$ cat config.mk
export PLATFORM = sky130hd
export DESIGN_NAME = flash_sts_reg
export DESIGN_NICKNAME = d
export VERILOG_FILES = /design/src/rtl/flash_sts_pkg.sv /design/src/rtl/sts_core.sv /design/src/rtl/sts_capture.sv /design/src/rtl/sts_drive.sv /design/src/rtl/flash_sts_reg.sv
export SDC_FILE = /design/constraint.sdc
export NUM_CORES = 1
export LEC_CHECK = 0
export ABC_AREA = 0
export BUFFER_PORTS_ARGS = -buffer_cell sky130_fd_sc_hd__buf_2
export CAP_MARGIN = 20
export CORE_MARGIN = 2
export CORE_UTILIZATION = 35
export DETAILED_ROUTE_END_ITERATION = 8
export GPL_TIMING_DRIVEN = 0
export MAX_ROUTING_LAYER = met4
export PLACE_DENSITY = 0.68
export SETUP_SLACK_MARGIN = 0.05
export SLEW_MARGIN = 20
export SYNTH_ARGS = -nofsm -noshare
export SYNTH_HDL_FRONTEND = slang
export SYNTH_SLANG_ARGS = --single-unit
$ cat constraint.sdc
create_clock -name clk_i -period 1.8 [get_ports clk_i]
set_input_delay 0.09 -clock clk_i [delete_from_list [all_inputs] [get_ports clk_i]]
set_output_delay 0.09 -clock clk_i [all_outputs]
set_load 0.01 [all_outputs]
$ cat src/rtl/flash_sts_pkg.sv
package flash_sts_pkg;
  localparam int STS_W   = 8;
  localparam int FLAG_LO = 3;

  typedef struct packed {
    logic ready;
    logic susp;
    logic ers_err;
    logic pgm_err;
    logic vpp_low;
  } sts_t;

  function automatic logic [STS_W-1:0] sts_to_byte(input sts_t s);
    return {s, {FLAG_LO{1'b0}}};
  endfunction
endpackage

$ cat src/rtl/sts_core.sv
module sts_core
  import flash_sts_pkg::*;
(
  input  logic clk_i,
  input  logic rst_ni,
  input  logic rdy_set_i,
  input  logic rdy_clr_i,
  input  logic susp_i,
  input  logic resume_i,
  input  logic pgm_fail_i,
  input  logic ers_fail_i,
  input  logic vpp_low_i,
  input  logic clr_sts_i,
  output sts_t sts_o
);
  sts_t q, d;

  always_comb begin
    // set terms dominate clear terms on every bit
    d.ready   = (q.ready & ~(rdy_clr_i | resume_i)) | rdy_set_i | susp_i;
    d.susp    = (q.susp & ~resume_i) | susp_i;
    d.ers_err = (q.ers_err & ~clr_sts_i) | ers_fail_i;
    d.pgm_err = (q.pgm_err & ~clr_sts_i) | pgm_fail_i;
    d.vpp_low = (q.vpp_low & ~clr_sts_i) | vpp_low_i;
  end

  always_ff @(posedge clk_i or negedge rst_ni) begin
    if (!rst_ni) q <= '0;
    else         q <= d;
  end

  assign sts_o = q;

  assert_err_sticky_R5: assert property (@(posedge clk_i) disable iff (!rst_ni)
    ($past(q.ers_err) && !$past(clr_sts_i)) |-> q.ers_err);
  assert_err_beats_clr_R6: assert property (@(posedge clk_i) disable iff (!rst_ni)
    (clr_sts_i && pgm_fail_i) |=> q.pgm_err);
  assert_clr_keeps_ready_R6: assert property (@(posedge clk_i) disable iff (!rst_ni)
    (clr_sts_i && !rdy_clr_i && !resume_i) |=> (q.ready || !$past(q.ready)));
  assert_susp_sets_R4: assert property (@(posedge clk_i) disable iff (!rst_ni)
    susp_i |=> (q.ready && q.susp));
  assert_resume_clears_R4: assert property (@(posedge clk_i) disable iff (!rst_ni)
    (resume_i && !susp_i && !rdy_set_i) |=> (!q.ready && !q.susp));
endmodule

$ cat src/rtl/sts_capture.sv
module sts_capture #(
  parameter int W = 8
) (
  input  logic         clk_i,
  input  logic         rst_ni,
  input  logic         ce_ni,
  input  logic         oe_ni,
  input  logic [W-1:0] live_i,
  output logic         rd_act_o,
  output logic [W-1:0] snap_o
);
  logic         act_q;
  logic         rise;
  logic [W-1:0] snap_q;

  assign rd_act_o = ~ce_ni & ~oe_ni;
  assign rise     = rd_act_o & ~act_q;

  always_ff @(posedge clk_i or negedge rst_ni) begin
    if (!rst_ni) begin
      act_q  <= 1'b0;
      snap_q <= '0;
    end else begin
      act_q <= rd_act_o;
      if (rise) snap_q <= live_i;
    end
  end

  // bypass so the first read cycle already shows the captured value
  assign snap_o = rise ? live_i : snap_q;

  assert_hold_in_read_R7: assert property (@(posedge clk_i) disable iff (!rst_ni)
    (rd_act_o && act_q) |-> (snap_o == snap_q));
  assert_snap_stable_R8: assert property (@(posedge clk_i) disable iff (!rst_ni)
    (rd_act_o && $past(rd_act_o)) |-> $stable(snap_o));
endmodule

$ cat src/rtl/sts_drive.sv
module sts_drive #(
  parameter int DATA_W = 16,
  parameter int LOW_W  = 8
) (
  input  logic              clk_i,
  input  logic              rst_ni,
  input  logic              rd_act_i,
  input  logic              byte_mode_i,
  input  logic [LOW_W-1:0]  snap_i,
  output logic [DATA_W-1:0] data_o,
  output logic [DATA_W-1:0] data_oe_o
);
  localparam int UP_W = DATA_W - LOW_W;

  assign data_o[LOW_W-1:0]    = rd_act_i ? snap_i : '0;
  assign data_oe_o[LOW_W-1:0] = {LOW_W{rd_act_i}};

  generate
    if (UP_W > 0) begin : g_upper
      // word mode drives zeros; byte mode releases the upper lines
      assign data_o[DATA_W-1:LOW_W]    = '0;
      assign data_oe_o[DATA_W-1:LOW_W] = {UP_W{rd_act_i & ~byte_mode_i}};
    end
  endgenerate

  assert_idle_quiet_R11: assert property (@(posedge clk_i) disable iff (!rst_ni)
    !rd_act_i |-> (data_oe_o == '0 && data_o == '0));
  assert_low_bits_zero_R2: assert property (@(posedge clk_i) disable iff (!rst_ni)
    data_o[2:0] == 3'b000);
endmodule

$ cat src/rtl/flash_sts_reg.sv
module flash_sts_reg
  import flash_sts_pkg::*;
#(
  parameter int DATA_W = 16
) (
  input  logic              clk_i,
  input  logic              rst_ni,
  input  logic              rdy_set_i,
  input  logic              rdy_clr_i,
  input  logic              susp_i,
  input  logic              resume_i,
  input  logic              pgm_fail_i,
  input  logic              ers_fail_i,
  input  logic              vpp_low_i,
  input  logic              clr_sts_i,
  input  logic              ce_ni,
  input  logic              oe_ni,
  input  logic              byte_mode_i,
  output logic [DATA_W-1:0] data_o,
  output logic [DATA_W-1:0] data_oe_o
);
  sts_t             sts;
  logic             rd_act;
  logic [STS_W-1:0] snap;

  sts_core u_core (
    .clk_i, .rst_ni, .rdy_set_i, .rdy_clr_i, .susp_i, .resume_i,
    .pgm_fail_i, .ers_fail_i, .vpp_low_i, .clr_sts_i, .sts_o(sts)
  );

  sts_capture #(.W(STS_W)) u_cap (
    .clk_i, .rst_ni, .ce_ni, .oe_ni,
    .live_i(sts_to_byte(sts)), .rd_act_o(rd_act), .snap_o(snap)
  );

  sts_drive #(.DATA_W(DATA_W), .LOW_W(STS_W)) u_drv (
    .clk_i, .rst_ni, .rd_act_i(rd_act), .byte_mode_i,
    .snap_i(snap), .data_o, .data_oe_o
  );

  assert_byte_mode_float_R10: assert property (@(posedge clk_i) disable iff (!rst_ni)
    (rd_act && byte_mode_i) |-> (data_oe_o[DATA_W-1:STS_W] == '0));
  assert_word_mode_zero_R9: assert property (@(posedge clk_i) disable iff (!rst_ni)
    (rd_act && !byte_mode_i) |-> (data_oe_o == '1 && data_o[DATA_W-1:STS_W] == '0));
endmodule

==> metrics <==
Starting Density 36.4%; worst path arrival time 1.31 ns; # diodes 0; CP Data Required Time 1.71 ns; Post-CTS Repair Setup Buffers 0; Core Rows 17; average cell area after synthesis 10.9 µm²; setup TNS 0 ns; Buffers on Ports 36; Tcrit/Tclk final 77.7%; status finished clean; leak pwr 0.000665 µW; Hold Violations, Final 0; Fin Clk Skew 0.00182 ns; Crit Path Max Fanout 8; FMAX 715 MHz; htree depth 1; pin count of the biggest net entering global routing 15; WL/cell 9.14 µm; # DRC 0; Net count, final 140; Global Route Usage Sum 12.0%; mapped cell area 797 µm²; Tmin final 1.40 ns; total wire length 1410 µm; drt pass-1 iters 3; post-cts gate resize count 0; detailed router's first-iteration violation count 3; power density cells 666 nW/µm²; most common cell after layout, fill and taps aside buf_2; yosys warns 0; CTS tree built; DR vias 624; CP Launch Point oe_ni; Die X 51.7 µm; Finish-stage setup viols 0; maximum clock path buffer count 2; Seq/Total Area, Yosys 44.0%; first-pass GRT wire length 2280 µm; TritonCTS buffer count 3; GP Congestion 0.614; grt total ovfl 0; crit end category output pin; Core Footprint 2190 µm²; HP Class input pin to flip-flop; die height 51.7 µm; Reg-to-Reg Start u_cap.act_q; most frequent cells in the layout buf_2 (37), buf_4 (23), dfrtp_1 (14); CP startpoint kind input pin; CTS Sinks 14; Syn-to-layout area delta 42.4%; Worst VDD drop 449 µV; Max-Cap Viols 0; worst-skew pair later-pin latency 0.28 ns; Avg Vias per Cell 4.05; fin util 51.8%; I/O pin count 45; root buffer selected by CTS clkbuf_4; share of layout cells above drive strength 1 62.7%; hold wc startpoint resume_i; Die ar. 2670 µm²; fillers 209; vias in the first global route 511; RSZ-0062 raised after global routing no; antenna violation net count after detailed routing 0; Synth cell types 16; initial antenna violation count 0; Max Slew Vio Count 0; critical path class input pin to output pin; Gate Count Post-Synth 73; Synth Register Bits 14; clk slew on worst S/H paths 0.08 ns
cells by family (layout without fill, tap and decap cells):
family          Yosys count  after routing  share of synthesized area (%)
compound gates            5              5                           4.87
buf+inv                  28             74                           25.1
flops                    14             14                           44.0
mux                      10             10                           13.3
other cells               1              8                          0.471
simple gates             15             15                           12.2
final timing paths:
path / to / slack, ns / depth (start not counted)
max reg2reg: u_cap.snap_q[5] / 0.42 / 3
min: u_core.sts_o[3] / 0.08 / 3
min in group asynchronous: u_cap.snap_q[3] / 0.21 / 2
max: data_oe_o[15] / 0.40 / 6
max in group asynchronous: u_cap.act_q / 1.35 / 2
min reg2reg: u_cap.snap_q[0] / 0.50 / 1
per-stage QoR:
step	power, µW	setup slack, ns	area, µm²	hold slack (ns)	instances
after CTS	768	0.377	1130	0.0714	154
after floorplan	472	0.540	823	-0.206	80
after global routing	801	0.271	1130	0.0772	154
final	755	0.402	1130	0.0780	154
after global placement	521	0.430	1040	-0.00567	144
after detailed placement	527	0.377	1040	0.00447	144
synth_stat cells:
| cell type | n | share of area (%) |
|---|---|---|
| conb_1 | 1 | 0.47 |
| mux2i_1 | 5 | 6.3 |
| buf_2 | 1 | 0.63 |
| and3_2 | 3 | 2.8 |
| a211o_1 | 1 | 1.1 |
| nor3_4 | 1 | 2.0 |
| buf_4 | 23 | 22 |
| nor2_1 | 7 | 3.3 |
| or2_2 | 1 | 0.79 |
| inv_1 | 2 | 0.94 |
| a21o_1 | 4 | 3.8 |
| inv_2 | 1 | 0.47 |
| mux2_2 | 5 | 7.1 |
| buf_6 | 1 | 1.4 |
| dfrtp_1 | 14 | 44 |
| and2b_2 | 3 | 3.3 |
worst max-delay path, stage by stage:
cell and delay, ns:
buf_2 0.12, or2_2 0.28, buf_2 0.17, nor2_1 0.35, buf_4 0.18, buf_2 0.12
routing by layer:
| metal | global-route usage (%) | vias to the layer above | wire (µm) |
|---|---|---|---|
| li1 | - | 311 | - |
| met5 | - | - | 0 |
| met1 | 14.1 | 268 | 603 |
| met2 | 19.0 | 42 | 596 |
| met4 | 6.58 | 0 | 30 |
| met3 | 2.87 | 3 | 177 |
what timing repair did:
item | CTS | global route
endpoints found under the hold margin | 19 | 0
hold buffers | 6 | 0
setup endpoints to repair | 0 | 0
sequential cells by signal (all words and copies together) (netlist names):
register and cells:
u_cap.act_q 1, u_cap.snap_q 8, u_core.sts_o 5
report_power, final:
part	internal, µW	total [µW]	switching [µW]
registers	343	359	15.7
clock network	123	226	103
logic	97.6	170	72.6
total	564	755	191
layout make-up:
type                       instances  area [µm²]  share of cell area [%]
buffer                            25         189                    16.6
timing repair buffer              42         240                    21.2
inverter                           3        11.3                   0.992
tap                               28        35.0                    3.09
multi-input combinational         38         273                    24.0
clock buffer                       4        36.3                    3.20
sequential                        14         350                    30.9
No activity file was read; power rests on OpenSTA's default activity.
